[config.mk]
export PLATFORM = sky130hd
export DESIGN_NAME = uart_tx_framer
export DESIGN_NICKNAME = d
export VERILOG_FILES = /design/src/rtl/uart_tx_pkg.sv /design/src/rtl/uart_tx_charbuild.sv /design/src/rtl/uart_tx_shifter.sv /design/src/rtl/uart_tx_framer.sv
export SDC_FILE = /design/constraint.sdc
export NUM_CORES = 1
export LEC_CHECK = 0
export ABC_CLOCK_PERIOD_IN_PS = 4200
export BUFFER_PORTS_ARGS = -buffer_cell sky130_fd_sc_hd__buf_2
export CAP_MARGIN = 20
export CORE_ASPECT_RATIO = 1.2
export CORE_UTILIZATION = 30
export CTS_BUF_LIST = sky130_fd_sc_hd__clkbuf_4
export CTS_CLUSTER_DIAMETER = 30
export DETAILED_ROUTE_END_ITERATION = 16
export PLACE_DENSITY_LB_ADDON = 0.2
export SETUP_SLACK_MARGIN = 0.05
export SYNTH_ARGS = -nofsm -noshare
export SYNTH_HDL_FRONTEND = slang
export SYNTH_SLANG_ARGS = --single-unit
[constraint.sdc]
create_clock -name clk -period 4.2 [get_ports clk]
set_input_delay 0.84 -clock clk [delete_from_list [all_inputs] [get_ports clk]]
set_output_delay 0.84 -clock clk [all_outputs]
set_load 0.02 [all_outputs]
[src/rtl/uart_tx_pkg.sv]
package uart_tx_pkg;
  localparam int CHAR_MAX  = 9;
  localparam int FRAME_MAX = CHAR_MAX + 2;
  localparam int CNT_W     = $clog2(FRAME_MAX + 1);

  typedef struct packed {
    logic nine;
    logic par_en;
    logic par_odd;
    logic msb_first;
  } fmt_t;
endpackage

[src/rtl/uart_tx_charbuild.sv]
module uart_tx_charbuild
  import uart_tx_pkg::*;
(
  input  logic [7:0]          data,
  input  logic                bit9,
  input  fmt_t                fmt,
  output logic [CHAR_MAX-1:0] slots
);
  logic                par9, par8;
  logic [CHAR_MAX-1:0] lsb;

  always_comb begin
    par9 = (^data) ^ fmt.par_odd;
    par8 = (^data[6:0]) ^ fmt.par_odd;
    if (fmt.nine) lsb = {(fmt.par_en ? par9 : bit9), data};
    else          lsb = {1'b0, (fmt.par_en ? par8 : data[7]), data[6:0]};
  end

  // slot i is sent i-th after the start slot
  for (genvar i = 0; i < CHAR_MAX; i++) begin : g_ord
    if (i < CHAR_MAX - 1) begin : g_mid
      assign slots[i] = !fmt.msb_first ? lsb[i]
                      : (fmt.nine ? lsb[CHAR_MAX-1-i] : lsb[CHAR_MAX-2-i]);
    end else begin : g_top
      assign slots[i] = (!fmt.msb_first || fmt.nine) ? lsb[i - (fmt.msb_first ? i : 0)] : 1'b0;
    end
  end
endmodule

[src/rtl/uart_tx_shifter.sv]
module uart_tx_shifter
  import uart_tx_pkg::*;
(
  input  logic                clk,
  input  logic                rst,
  input  logic                tick,
  input  logic                pend,
  input  logic                brk,
  input  logic                nine,
  input  logic                inv,
  input  logic [CHAR_MAX-1:0] slots,
  output logic                load,
  output logic                idle_nxt,
  output logic                txd
);
  logic                 busy_q, busy_d, brk_q, brk_d, at_end, line_d;
  logic [FRAME_MAX-1:0] sr_q, sr_d;
  logic [CNT_W-1:0]     cnt_q, cnt_d;

  always_comb begin
    busy_d = busy_q;
    brk_d  = brk_q;
    sr_d   = sr_q;
    cnt_d  = cnt_q;
    load   = 1'b0;
    at_end = !busy_q || (cnt_q == CNT_W'(1));
    if (tick) begin
      if (at_end) begin
        if (brk || pend) begin
          load   = !brk;
          busy_d = 1'b1;
          brk_d  = brk;
          cnt_d  = nine ? CNT_W'(FRAME_MAX) : CNT_W'(FRAME_MAX - 1);
          if (brk)       sr_d = '0;
          else if (nine) sr_d = {1'b1, slots, 1'b0};
          else           sr_d = {2'b11, slots[CHAR_MAX-2:0], 1'b0};
        end else begin
          busy_d = 1'b0;
          brk_d  = 1'b0;
        end
      end else begin
        sr_d  = sr_q >> 1;
        cnt_d = cnt_q - CNT_W'(1);
      end
    end
    line_d   = busy_d ? sr_d[0] : 1'b1;
    idle_nxt = !busy_d;
  end

  always_ff @(posedge clk) begin
    if (rst) begin
      busy_q <= 1'b0;
      brk_q  <= 1'b0;
      sr_q   <= '0;
      cnt_q  <= '0;
      txd    <= 1'b1;
    end else begin
      busy_q <= busy_d;
      brk_q  <= brk_d;
      sr_q   <= sr_d;
      cnt_q  <= cnt_d;
      txd    <= line_d ^ inv;
    end
  end

  assert_slot_held_R12: assert property (@(posedge clk) disable iff (rst)
    (busy_q && !tick) |=> ($stable(sr_q) && $stable(cnt_q)));
  assert_frame_len_R2: assert property (@(posedge clk) disable iff (rst)
    busy_q |-> (cnt_q >= CNT_W'(1) && cnt_q <= CNT_W'(FRAME_MAX)));
  assert_break_low_R8: assert property (@(posedge clk) disable iff (rst)
    (busy_q && brk_q && !$past(rst)) |-> (txd == $past(inv)));
  assert_idle_high_R1: assert property (@(posedge clk) disable iff (rst)
    (!busy_q && !$past(rst)) |-> (txd == !$past(inv)));
endmodule

[src/rtl/uart_tx_framer.sv]
module uart_tx_framer
  import uart_tx_pkg::*;
(
  input  logic       clk,
  input  logic       rst,
  input  logic       tick,
  input  logic       wr_valid,
  input  logic [7:0] wr_data,
  input  logic       wr_bit9,
  input  logic       cfg_nine,
  input  logic       cfg_par_en,
  input  logic       cfg_par_odd,
  input  logic       cfg_msb_first,
  input  logic       cfg_tx_inv,
  input  logic       cfg_brk,
  output logic       txd,
  output logic       dre,
  output logic       tcf
);
  logic                hold_full_q, hold_full_d, hold_b9_q, accept, load, idle_nxt;
  logic [7:0]          hold_data_q;
  logic [CHAR_MAX-1:0] slots;
  fmt_t                fmt;

  assign fmt    = '{nine: cfg_nine, par_en: cfg_par_en, par_odd: cfg_par_odd,
                    msb_first: cfg_msb_first};
  assign accept = wr_valid && !hold_full_q;

  always_comb begin
    hold_full_d = hold_full_q;
    if (accept)    hold_full_d = 1'b1;
    else if (load) hold_full_d = 1'b0;
  end

  always_ff @(posedge clk) begin
    if (rst) begin
      hold_full_q <= 1'b0;
      hold_data_q <= '0;
      hold_b9_q   <= 1'b0;
      tcf         <= 1'b1;
    end else begin
      hold_full_q <= hold_full_d;
      tcf         <= idle_nxt && !hold_full_d;
      if (accept) begin
        hold_data_q <= wr_data;
        hold_b9_q   <= wr_bit9;
      end
    end
  end

  assign dre = !hold_full_q;

  uart_tx_charbuild u_char (
    .data  (hold_data_q),
    .bit9  (hold_b9_q),
    .fmt   (fmt),
    .slots (slots)
  );

  uart_tx_shifter u_shift (
    .clk      (clk),
    .rst      (rst),
    .tick     (tick),
    .pend     (hold_full_q),
    .brk      (cfg_brk),
    .nine     (cfg_nine),
    .inv      (cfg_tx_inv),
    .slots    (slots),
    .load     (load),
    .idle_nxt (idle_nxt),
    .txd      (txd)
  );

  assert_dre_fall_R9: assert property (@(posedge clk) disable iff (rst)
    $fell(dre) |-> $past(wr_valid));
  assert_tcf_empty_R10: assert property (@(posedge clk) disable iff (rst)
    tcf |-> dre);
endmodule

Yosys cells after proc, flatten, opt, wreduce, memory -nomap -nowiden
Index checks and enable logic that the tools add are counted.
W data, S select, Z words.
{"block": "op_classes", "addsub": 2, "mul": 0, "div": 0, "magnitude_cmp": 1, "eq_ne": 2, "shift": 0, "n_mux": 41, "n_bitwise": 3, "reduce_logical": 14}
{"operator": "$mux W11", "n": 3}
{"operator": "$lt A32 B6 Y1 const B", "n": 1}
{"operator": "$mux W1", "n": 32}
{"operator": "$sub A5 B32 Y32 const A", "n": 1}
{"operator": "$mux W4", "n": 3}
{"operator": "$mux W10", "n": 1}
{"operator": "$mux W9", "n": 1}
{"operator": "$reduce_xor A8 Y1", "n": 1}
{"operator": "$reduce_xor A7 Y1", "n": 1}
{"operator": "$logic_not A1 Y1", "n": 6}
{"operator": "$bmux W1 S4", "n": 1}
{"operator": "$eq A4 B1 Y1 const B", "n": 1}
{"operator": "$sub A4 B1 Y4 const B", "n": 1}
{"operator": "$logic_or A1 B1 Y1", "n": 3}
{"operator": "$xor A1 B1 Y1", "n": 3}
{"operator": "$logic_and A1 B1 Y1", "n": 2}
{"operator": "$ne A2 B2 Y1 const B", "n": 1}
{"operator": "$reduce_and A2 Y1", "n": 1}
{"block": "word_totals", "ff_bits": 28, "latchBits": 0, "ramBits": 0, "romBits": 0, "out_inout_bits": 3, "elab_cells": 72, "n_memories": 0}

Logic depth before layout (Yosys ltp)
Gate-level depths: netlist (run 1).
{"block": "logic_depth", "depth_word": 15, "mapped_depth": 8}

Cells and area by module
Synthesis (run 1) repeated with hierarchy kept, for this count alone.
{"block": "unflattened", "hier_cells": 211, "hier_area_um2": 1707.9}
{"mod": "uart_tx_shifter", "n_inst": 1, "cells_per_inst": 118, "area_each_um2": 1013.5, "seq_area_each_um2": 340.3}
{"mod": "uart_tx_framer", "n_inst": 1, "cells_per_inst": 47, "area_each_um2": 399.1, "seq_area_each_um2": 220.2}
{"mod": "uart_tx_charbuild", "n_inst": 1, "cells_per_inst": 46, "area_each_um2": 295.3, "seq_area_each_um2": 0.0}

Worst setup path after synthesis (run 1)
No wires, ideal clock.
{"block": "synth_timing", "path_kind": "in2reg", "start": "in cfg_par_odd", "end": "reg u_shift.sr_q[1]", "setup_ps": 131, "arrival_time_ps": 1778, "required_time_ps": 4069, "slack_ps": 2291, "path_stages": 5, "cell_sequence": "xor2_1 -> xnor2_1 -> xor3_1 -> nand3_1 -> a31oi_1"}
{"block": "synth_between", "elab_chain_cells": 9, "elab_cells_between_ends": 11, "classes_between": "mux (9); bitwise (2)"}
{"element": "start: declaration", "line": "uart_tx_framer.sv:12", "rtl": "input logic cfg_par_odd,"}
{"element": "$xor A1 B1 Y1 (on tied branches)", "line": "uart_tx_charbuild.sv:14, uart_tx_charbuild.sv:13"}
{"element": "$mux W1 (on tied branches)", "line": "uart_tx_charbuild.sv:16, uart_tx_charbuild.sv:15"}
{"element": "$mux W9 (*)", "line": "uart_tx_charbuild.sv:15", "rtl": "if (fmt.nine) lsb = {(fmt.par_en ? par9 : bit9), data};"}
{"element": "$mux W1 (*)", "line": "uart_tx_charbuild.sv:23", "rtl": ": (fmt.nine ? lsb[CHAR_MAX-1-i] : lsb[CHAR_MAX-2-i]);"}
{"element": "$mux W1 (*)", "line": "uart_tx_charbuild.sv:22", "rtl": "assign slots[i] = !fmt.msb_first ? lsb[i]"}
{"element": "$mux W10 (*)", "line": "uart_tx_shifter.sv:35", "rtl": "else if (nine) sr_d = {1'b1, slots, 1'b0};"}
{"element": "$mux W11 (*)", "line": "uart_tx_shifter.sv:34", "rtl": "if (brk) sr_d = '0;"}
{"element": "$mux W11 (*)", "line": "uart_tx_shifter.sv:29", "rtl": "if (brk || pend) begin"}
{"element": "$mux W11 (*)", "line": "uart_tx_shifter.sv:28", "rtl": "if (at_end) begin"}
{"element": "end signal: assignment", "line": "uart_tx_shifter.sv:60", "rtl": "sr_q <= sr_d;"}
{"element": "end: declaration", "line": "uart_tx_shifter.sv:17", "rtl": "logic [FRAME_MAX-1:0] sr_q, sr_d;"}
Mark *: on every way between the ends. The rest lies on a longest branch, timed or not. The select of a mux whose other input is x is not followed.
A chain may end at the register's enable or synchronous reset.

Worst setup path after layout (run 1)
{"block": "layout_timing", "start": "reg hold_full_q", "end": "out dre"}
{"block": "layout_between", "elab_chain_cells": 1}
{"element": "start: declaration", "line": "uart_tx_framer.sv:20", "rtl": "logic hold_full_q, hold_full_d, hold_b9_q, accept, load, idle_nxt;"}
{"element": "start signal: assignment", "line": "uart_tx_framer.sv:42", "rtl": "hold_full_q <= hold_full_d;"}
{"element": "$logic_not A1 Y1", "line": "uart_tx_framer.sv:51", "rtl": "assign dre = !hold_full_q;"}
{"element": "end: declaration", "line": "uart_tx_framer.sv:17", "rtl": "output logic dre,"}
No other way between the ends.

==> results of run 1 <==
==> report_power, final <==
part,internal [mW],leakage (nW),switching (mW)
clock network,0.0336,0.0138,0.0807
logic,0.0678,0.406,0.0841
registers,0.287,0.231,0.0185
==> area by class of cell <==
type	count	area, um^2	share of cell area [%]
Inverter	6	22.5	1.33
Tap cell	60	75.1	4.43
Sequential cell	28	561	33.1
Clock buffer	3	22.5	1.33
Timing Repair Buffer	22	113	6.64
Multi-Input combinational cell	141	902	53.2
==> metrics by stage <==
stage / area (um^2) / setup slack, ns / hold WS, ns / total power [mW] / util (%)
after floorplan: 1560 / 2.29 / 0.449 / 0.427 / -
after global placement: 1670 / 2.03 / 0.472 / 0.465 / 33.6
after detailed placement: 1670 / 2.03 / 0.477 / 0.464 / 33.6
after CTS: 1700 / 2.22 / 0.498 / 0.582 / 34.1
after global routing: 1700 / 2.09 / 0.523 / 0.609 / 34.1
final: 1700 / 2.25 / 0.489 / 0.571 / 34.1
==> worst max-delay path, stage by stage, from the launching register on <==
cell and delay (ns):
sky130_fd_sc_hd__dfxtp_1 0.46, sky130_fd_sc_hd__inv_1 0.14, sky130_fd_sc_hd__buf_2 0.18
==> synth_stat cells, drive strengths merged (3+ instances only) <==
cell type	count
a211oi	3
a21oi	20
a221oi	6
buf	7
clkbuf	4
dfxtp	28
inv	6
mux2i	6
nand2	24
nand2b	6
nor2	22
nor3	8
o21a	3
o21ai	6
xnor2	8
==> per-layer routing <==
layer / share of wire (%) / routed length [um] / up-vias
met2: 47 / 1690 / 29
met3: 4.3 / 156 / 2
met1: 49 / 1760 / 605
met5: 0 / 0 / -
met4: 0.41 / 15 / 0
li1: - / - / 690
==> registers in the layout, summed over array words and instances (netlist names) <==
signal	flops
hold_b9_q	1
hold_data_q	8
u_shift.txd	1
u_shift.busy_q	1
hold_full_q	1
tcf	1
u_shift.sr_q	11
u_shift.cnt_q	4
==> path summary, 6_finish.rpt <==
path / end / cells after the start / slack, ns / from
setup reg to reg: tcf$_SDFF_PP1_ / 7 / 2.25 / u_shift.cnt_q[1]$_SDFFE_PP0P_
setup / recovery: dre / 2 / 2.25 / hold_full_q$_SDFF_PP0_
hold / removal: hold_b9_q$_SDFFE_PP0P_ / 2 / 0.49 / hold_b9_q$_SDFFE_PP0P_
hold reg to reg: hold_b9_q$_SDFFE_PP0P_ / 2 / 0.49 / hold_b9_q$_SDFFE_PP0P_
==> placed cells by master (no fill, tap or decap), types with 2 or more instances in the layout <==
master and count:
sky130_fd_sc_hd__dfxtp_1 28, sky130_fd_sc_hd__nand2_1 24, sky130_fd_sc_hd__nor2_1 21, sky130_fd_sc_hd__buf_2 21, sky130_fd_sc_hd__a21oi_1 20, sky130_fd_sc_hd__xnor2_1 7, sky130_fd_sc_hd__inv_1 6, sky130_fd_sc_hd__o21ai_0 6
sky130_fd_sc_hd__nand2b_1 6, sky130_fd_sc_hd__mux2i_1 6, sky130_fd_sc_hd__a221oi_1 6, sky130_fd_sc_hd__nor3_1 6, sky130_fd_sc_hd__o21a_1 3, sky130_fd_sc_hd__a211oi_1 3, sky130_fd_sc_hd__clkbuf_4 3, sky130_fd_sc_hd__mux2_2 2
sky130_fd_sc_hd__nor3_2 2, sky130_fd_sc_hd__nand3_1 2, sky130_fd_sc_hd__a31oi_1 2, sky130_fd_sc_hd__a22oi_1 2, sky130_fd_sc_hd__ha_1 2
==> cells by family (layout without fill, tap and decap cells) <==
logic type	after synthesis	after routing
simple gates	67	67
compound gates	54	54
flops	28	28
buf+inv	17	31
xor+xnor	10	10
mux	8	8
fa+ha+maj	2	2
==> metrics.txt, run 1 <==
run status finished clean; DRC violation count after routing 0; placed wire-length estimate ~2600 um; vias in the first global route ~1200; Area growth, synth to finish 9.01%; pins over their slew limit 0; met1 track utilization from global routing approximately a fifth; fraction of registers with async set/reset 0%; main combinational cell family by area after synthesis compound AO/OA/AOI/OAI gates; net count reported at finish ~220; die area approximately 5500 um^2; antenna violations before repair 0; total of endpoints with negative setup slack in the final report 0; number of vias per cell after detailed routing 5.10; filler instances between 500 and 600; Power per Cell Area 337 nW/um^2; synthesized instance count roughly 190; post-synthesis sequential area ratio between 30% and 40%; initial cell density of the core about 31%; core outline area 4970 um^2; Die Height 80.9 um; antenna cell count 0; number of standard cells in the layout, taps in and fillers out 260; cell leakage power 0.650 nW; xor and xnor area share after synthesis under 10%; Port Buffers 21; CP endpoint kind primary output; post-synthesis adder-cell area fraction ~1.6%; Sinks on Clock Net 28; Yosys warnings 0; Worst Hold Class reg -> reg; Post-Syn Nets 207; global-route wire length before repair 5950 um; H-Tree Level Count 1; Num CTS Buffers 3; met2 demand-to-capacity share in global routing between 20% and 30%; post-CTS setup-driven buffer insertion count 0; unrepaired setup endpoints after global routing false; cells resized by post-CTS repair 0; Max Clock Freq roughly 500 MHz; layout cell share with drive strength beyond 1 approximately 17%; primary flip-flop cell chosen by synthesis mapping sky130_fd_sc_hd__dfxtp_1; largest net degree at the start of global routing 28; Most Crowded Layer GR met2; clock skew ~0.0067 ns; number of synthesized register bits 28; portion of synthesized cell area occupied by the leading cell type a little over a third; pin slew with the least headroom to its limit ~0.72 ns; count of flip-flops with a built-in enable after synthesis 0; Max Buffers Root-to-Sink 2; Final Hold Vio Count 0; number of buffers inserted by hold repair at cts 0; Final GP Congestion approximately 0.77; post-route ant nets 0; Cells after DPL approximately 260; Startpoint Class register; Synth Area in Compound Gates 23.7%; number of distinct library cells after synthesis between 40 and 50; biggest fanout along the worst timing path 6; syn_area_per_cell about 8.4 um^2; multiplexer share of the synthesized area under 10%; maximum VDD drop 0.169 mV; routed length per instance around 14 um; headroom to the max-slew limit between 50 and 60%; total global-route track usage around 14%; grt ovf 0; setup TNS 0 ns; clock-pin slew of the registers on the worst-case setup and hold paths about 0.16 ns; GRT met3 Usage 2.53%; max-capacitance violation count 0; root buffer selected by CTS sky130_fd_sc_hd__clkbuf_4; TritonCTS clock tree yes; total length of routed wires about 3600 um; number of standard-cell rows in the floorplan 28; post-synth top area cell sky130_fd_sc_hd__dfxtp_1; post-synthesis simple-gate area fraction between 20% and 30%; number of placed I/O pins 22; Required @ worst endpoint roughly 3.4 ns; min cycle time layout just under 2 ns; clock insertion delay at the later pin of the skew report 0.33 ns; worst endpoint data arrival time around 1.1 ns; total iterations of the first detailed-routing run 4; Die X 67.7 um; cell area after synthesis about 1600 um^2; Area contributors post-synth sky130_fd_sc_hd__dfxtp_1 36%, sky130_fd_sc_hd__a21oi_1 6.4%, sky130_fd_sc_hd__nand2_1 5.8%; DR vias between 1000 and 1500; final worst-path cycle share roughly 46%; Setup Crit Path Kind reg -> out; drt first-iter violations 56
(Power assumes the default switching activity.)
==> inputs of run 2 (changes only) <==
- ABC_CLOCK_PERIOD_IN_PS: 4200 -> 1640
- clock period: 4.2 -> 1.64 ns (I/O delays scaled with it)
==> run 2 against run 1 <==
Effect of this change:
- the flow now finishes with violations (negative setup slack)
- cell count rose by 8.8%
- via count grew 4.9%
- clock skew is 0.0040 ns higher
- die area unchanged
- critical endpoint is now u_shift.sr_q[2]$_SDFFE_PP0P_
- largest cell class unchanged
==> metrics.txt, run 2 (synthesis results as in run 1) <==
headroom to the max-slew limit between 50% and 60%; number of flip-flops in the largest register 11; violations in the final reports negative setup slack; Worst Hold Class in -> reg; most common library cell in the layout ignoring fill and taps sky130_fd_sc_hd__dfxtp_1; R2R depth 7; clock skew about 0.011 ns; Hold Path Origin cfg_tx_inv; grt ovf 0; setup slack of the worst register-to-register path -0.02 ns; number of placed I/O pins 22; final setup slack of the worst path -0.0150 ns; core outline area between 4000 and 5000 um^2; clock insertion delay at the later pin of the skew report 0.33 ns; Finished Cell Area about 2000 um^2; root buffer selected by CTS sky130_fd_sc_hd__clkbuf_4; worst reg2reg startpoint u_shift.cnt_q[1]$_SDFFE_PP0P_; area after detailed placement approximately 1800 um^2; routed length per instance about 13 um; end of the worst register-to-register path u_shift.sr_q[2]$_SDFFE_PP0P_; Final GP Congestion about 0.76; Top Registers u_shift.sr_q (11), hold_data_q (8), u_shift.cnt_q (4); TritonCTS clock tree yes; total length of routed wires roughly 3700 um; vias in the first global route around 1400; layout cell share with drive strength beyond 1 around a third; max-capacitance violation count 0; number of vias per cell after detailed routing about 4.9; global-route wire length before repair 6500 um; antenna cell count 0; hold slack between 0.15 and 0.2 ns; biggest fanout along the worst timing path 3; Setup Crit Path Kind reg -> reg; Startpoint Class register; placed wire-length estimate around 2900 um; Cells after DPL approximately 280; total global-route track usage ~16%; drt first-iter violations 29; Power per Cell Area around 790 nW/um^2; total design power between 1.5 and 2 mW; total of endpoints with negative setup slack in the final report 1; Max Buffers Root-to-Sink 2; initial cell density of the core 31.3%; pins over their slew limit 0; final worst-path cycle share 101%; min cycle time layout between 1.5 and 2 ns; net count reported at finish approximately 250; filler instances 530; post-route ant nets 0; Num CTS Buffers 3; number of standard-cell rows in the floorplan 28; DR vias 1391; number of cells on the worst hold path 3; Die X between 60 and 70 um; Placement Setup Slack -0.0851 ns; die area about 5500 um^2; Die Height roughly 81 um; commonest cells after routing, fill and taps aside 26 x sky130_fd_sc_hd__dfxtp_1, 24 x sky130_fd_sc_hd__nand2_1, 21 x sky130_fd_sc_hd__buf_2, 20 x sky130_fd_sc_hd__a21oi_1, 17 x sky130_fd_sc_hd__buf_4; Max Clock Freq 604 MHz; total iterations of the first detailed-routing run 5; unrepaired setup endpoints after global routing true; Most flops, register u_shift.sr_q; CP endpoint kind register; clock-pin slew of the registers on the worst-case setup and hold paths ~0.16 ns; Area growth, synth to finish 30.0%; Final Hold Vio Count 0; cell leakage power 0.799 nW; run status complete, but fails checks; largest net degree at the start of global routing 16; number of standard cells in the layout, taps in and fillers out approximately 280; maximum VDD drop 0.287 mV; antenna violations before repair 0; Port Buffers 21; Sinks on Clock Net 28; hold endpoint u_shift.txd$_SDFF_PP1_; worst endpoint data arrival time ~1.9 ns; Required @ worst endpoint 1.91 ns; pin slew with the least headroom to its limit between 0.6 and 0.7 ns; H-Tree Level Count 1; DRC violation count after routing 0
-- run 2: cell types whose count changed in the layout (fill, tap and decap cells not counted), sizes merged --
cell and delta:
buf +22, clkinv +1
-- run 2: through the flow --
step	TNS, ns	utilization (%)
after CTS	-0.0263	38.3
after floorplan	0	-
after detailed placement	-0.180	36.8
after global routing	-0.389	40.6
after global placement	-0.0488	36.8
final	-0.0150	40.6
-- run 2: area by class of cell --
cell class / count / area [um^2] / area share [%]
clock inverters: 1 / 3.75 / 0.186
clock buffers: 3 / 22.5 / 1.11
multi-input cells: 141 / 1030 / 51.0
well taps: 60 / 75.1 / 3.71
repair buffers: 44 / 304 / 15.0
flip-flops and latches: 28 / 563 / 27.8
inverters: 6 / 22.5 / 1.11
-- run 2: power by group --
part	switching, mW	internal, mW
Clock	0.210	0.0894
Combinational	0.255	0.260
Sequential	0.0503	0.735
-- run 2: worst max path at each step --
| stage | startpoint | endpoint | slack (ns) | cells after the start |
|---|---|---|---|---|
| floorplan | u_shift.cnt_q[1]$_SDFFE_PP0P_ | u_shift.sr_q[2]$_SDFFE_PP0P_ | 0.05 | 7 |
| CTS | u_shift.cnt_q[1]$_SDFFE_PP0P_ | u_shift.sr_q[2]$_SDFFE_PP0P_ | -0.02 | 7 |
| global placement | u_shift.cnt_q[1]$_SDFFE_PP0P_ | u_shift.sr_q[9]$_SDFFE_PP0P_ | -0.04 | 7 |
| finish | u_shift.cnt_q[1]$_SDFFE_PP0P_ | u_shift.sr_q[2]$_SDFFE_PP0P_ | -0.02 | 7 |
| global route | u_shift.cnt_q[1]$_SDFFE_PP0P_ | u_shift.sr_q[9]$_SDFFE_PP0P_ | -0.09 | 7 |
| detailed placement | u_shift.cnt_q[1]$_SDFFE_PP0P_ | u_shift.sr_q[9]$_SDFFE_PP0P_ | -0.09 | 7 |
-- run 2: metal layers --
metal,vias to the layer above,track usage [%],share of wire [%]
li1,737,-,-
met1,632,19.2,47
met2,20,27.5,51
met3,2,1.40,2.1
met4,0,5.11,0.62
met5,-,0,0
-- run 2: timing repair --
action / 4_1_cts / 5_1_grt
resized for setup: 10 / 21
endpoints found under the setup margin: 13 / 13
setup buffers: 1 / 3
hold buffers: 0 / 0
pin swaps: 5 / 11
-- run 2: critical path, stage by stage (launching register included) --
cell                       delay [ns]
sky130_fd_sc_hd__dfxtp_2         0.35
sky130_fd_sc_hd__inv_2           0.06
sky130_fd_sc_hd__ha_4            0.13
sky130_fd_sc_hd__or3b_4          0.38
sky130_fd_sc_hd__a211o_1         0.28
sky130_fd_sc_hd__a311oi_2        0.22
sky130_fd_sc_hd__a211oi_2        0.08
sky130_fd_sc_hd__nor3_2          0.10
==> inputs of run 3 (changes only) <==
- CELL_PAD_IN_SITES_DETAIL_PLACEMENT: not set -> 2
- CELL_PAD_IN_SITES_GLOBAL_PLACEMENT: not set -> 2
==> run 3 against run 2 <==
Effect of this change:
- the flow still finishes with violations (negative setup slack)
- routed wire length increased by 34%
- total power grew 11%
- core utilization down 1.4 points
- hold slack got worse by 0.0099 ns
- clock skew decreased by 0.0013 ns
- setup slack got worse by 0.083 ns
- critical path type unchanged
- critical endpoint is now u_shift.sr_q[9]$_SDFFE_PP0P_
==> metrics.txt, run 3 (synthesis results as in run 1) <==
number of buffers inserted by hold repair at cts 0; Power per Cell Area between 900 and 1000 nW/um^2; Top Registers u_shift.sr_q (11), hold_data_q (8), u_shift.cnt_q (4); core outline area 4970 um^2; commonest cells after routing, fill and taps aside 24 x sky130_fd_sc_hd__dfxtp_1, 23 x sky130_fd_sc_hd__nand2_1, 21 x sky130_fd_sc_hd__nor2_1, 21 x sky130_fd_sc_hd__buf_2, 20 x sky130_fd_sc_hd__a21oi_1; maximum single-stage delay on the critical path roughly 0.36 ns; H-Tree Level Count 1; clock-pin slew of the registers on the worst-case setup and hold paths about 0.17 ns; total length of routed wires between 4000 and 5000 um; Cells after DPL approximately 270; global-route wire length before repair 7940 um; pin slew with the least headroom to its limit roughly 0.64 ns; number of buffer and inverter stages on the critical path 1; logic depth of the worst path, buffers included 7; CP endpoint kind register; max-capacitance violation count 0; violations in the final reports negative setup slack; Setup Crit Path Kind reg -> reg; Num CTS Buffers 3; Die X between 60 and 70 um; placed wire-length estimate 3650 um; initial cell density of the core a little under a third; headroom to the max-slew limit a little under three fifths; clock skew around 0.0093 ns; grt ovf 0; routed length per instance about 18 um; TritonCTS clock tree yes; net count reported at finish between 200 and 250; number of standard-cell rows in the floorplan 28; biggest fanout along the worst timing path 6; run status complete, but fails checks; Most flops, register u_shift.sr_q; Die Height roughly 80 um; antenna cell count 0; number of flip-flops in the largest register 11; clock insertion delay at the later pin of the skew report 0.35 ns; total global-route track usage 19.6%; largest net degree at the start of global routing 28; Area growth, synth to finish 25.6%; total of endpoints with negative setup slack in the final report 9; drt first-iter violations 27; cell leakage power 0.780 nW; ordered cell list for the critical path inv_2 > ha_4 > nor3b_4 > nor2_4 > a311o_1 > a311oi_2 > o31a_1; total iterations of the first detailed-routing run 3; number of placed I/O pins 22; worst endpoint data arrival time about 2.1 ns; number of vias per cell after detailed routing about 5.4; hold slack about 0.19 ns; Startpoint Class register; layout cell share with drive strength beyond 1 between 30% and 40%; DRC violation count after routing 0; final setup slack of the worst path -0.0980 ns; root buffer selected by CTS sky130_fd_sc_hd__clkbuf_4; most common library cell in the layout ignoring fill and taps sky130_fd_sc_hd__dfxtp_1; Final Hold Vio Count 0; Max Buffers Root-to-Sink 2; die area roughly 5500 um^2; final worst-path cycle share 106%; number of standard cells in the layout, taps in and fillers out 280; delay-heaviest family, CP compound AO/OA/AOI/OAI gates; Required @ worst endpoint just under 2 ns; Port Buffers 21; maximum VDD drop 0.452 mV; cell with the largest stage delay on the worst path sky130_fd_sc_hd__dfxtp_2; Max Clock Freq about 580 MHz; min cycle time layout about 1.7 ns; DR vias around 1500; Final GP Congestion ~0.8; post-route ant nets 0; vias in the first global route ~1700; pins over their slew limit 0; Worst Hold Class in -> reg; antenna violations before repair 0; unrepaired setup endpoints after global routing true; filler instances 589; Sinks on Clock Net 28; number of cells on the worst hold path 3; R2R depth 7
## run 3: changes by cell type in the layout (fill, tap and decap cells not counted), moves of 2 or more
cell / delta
sky130_fd_sc_hd__nor2_2: -3
sky130_fd_sc_hd__buf_6: -4
sky130_fd_sc_hd__nor2_4: -3
sky130_fd_sc_hd__dfxtp_1: -2
sky130_fd_sc_hd__buf_4: +2
sky130_fd_sc_hd__nor2_1: +6
sky130_fd_sc_hd__dfxtp_2: +2
## run 3: metal layers
| layer | track usage [%] | vias up | wire length, um |
|---|---|---|---|
| met1 | 20.3 | 746 | 1940 |
| met4 | 6.81 | 0 | 60 |
| met3 | 2.39 | 6 | 74 |
| met2 | 38.8 | 18 | 2920 |
| li1 | - | 729 | - |
| met5 | 0 | - | 0 |
## run 3: cell type report
class / count / area (um^2) / area share (%)
well taps: 60 / 75.1 / 3.84
flip-flops and latches: 28 / 566 / 29.0
repair buffers: 41 / 259 / 13.3
clock inverters: 1 / 30.0 / 1.54
multi-input cells: 141 / 978 / 50.1
clock buffers: 3 / 22.5 / 1.15
inverters: 6 / 22.5 / 1.15
## run 3: final timing paths
check	startpoint	end	slack (ns)
setup reg to reg	u_shift.cnt_q[1]$_SDFFE_PP0P_	u_shift.sr_q[9]$_SDFFE_PP0P_	-0.1
setup / recovery	u_shift.cnt_q[1]$_SDFFE_PP0P_	u_shift.sr_q[9]$_SDFFE_PP0P_	-0.1
hold / removal	wr_data[6]	hold_data_q[6]$_SDFFE_PP0P_	0.19
hold reg to reg	hold_data_q[4]$_SDFFE_PP0P_	hold_data_q[4]$_SDFFE_PP0P_	0.50
## run 3: power breakdown
part	leakage (nW)	internal [mW]	total [mW]	switching, mW
clock network	0.0279	0.247	0.481	0.234
registers	0.232	0.736	0.791	0.0551
logic	0.520	0.228	0.497	0.269
## run 3: timing repair
item                                    CTS  global route
resized for setup                         5            12
endpoints found under the setup margin   17            17
pin swaps                                 2            15
buffers inserted                          1             4
endpoints found under the hold margin     0             0
## run 3: stage by stage
| step | total power, mW | worst slack [ns] | setup TNS (ns) | cell area (um^2) | utilization (%) |
|---|---|---|---|---|---|
| after floorplan | 1.10 | 0.0457 | 0 | 1580 | - |
| after detailed placement | 1.26 | -0.150 | -1.04 | 1810 | 36.3 |
| after global placement | 1.23 | -0.0291 | -0.0790 | 1810 | 36.3 |
| after global routing | 1.86 | -0.185 | -1.58 | 1950 | 39.3 |
| final | 1.77 | -0.0980 | -0.562 | 1950 | 39.3 |
| after CTS | 1.75 | -0.0916 | -0.530 | 1880 | 37.9 |
## run 3: worst min-delay path: cells and delay by family
kind	cells	cell delay, ns
compound gates	1	0.05
buf+inv	1	0.09
simple gates	1	0.04
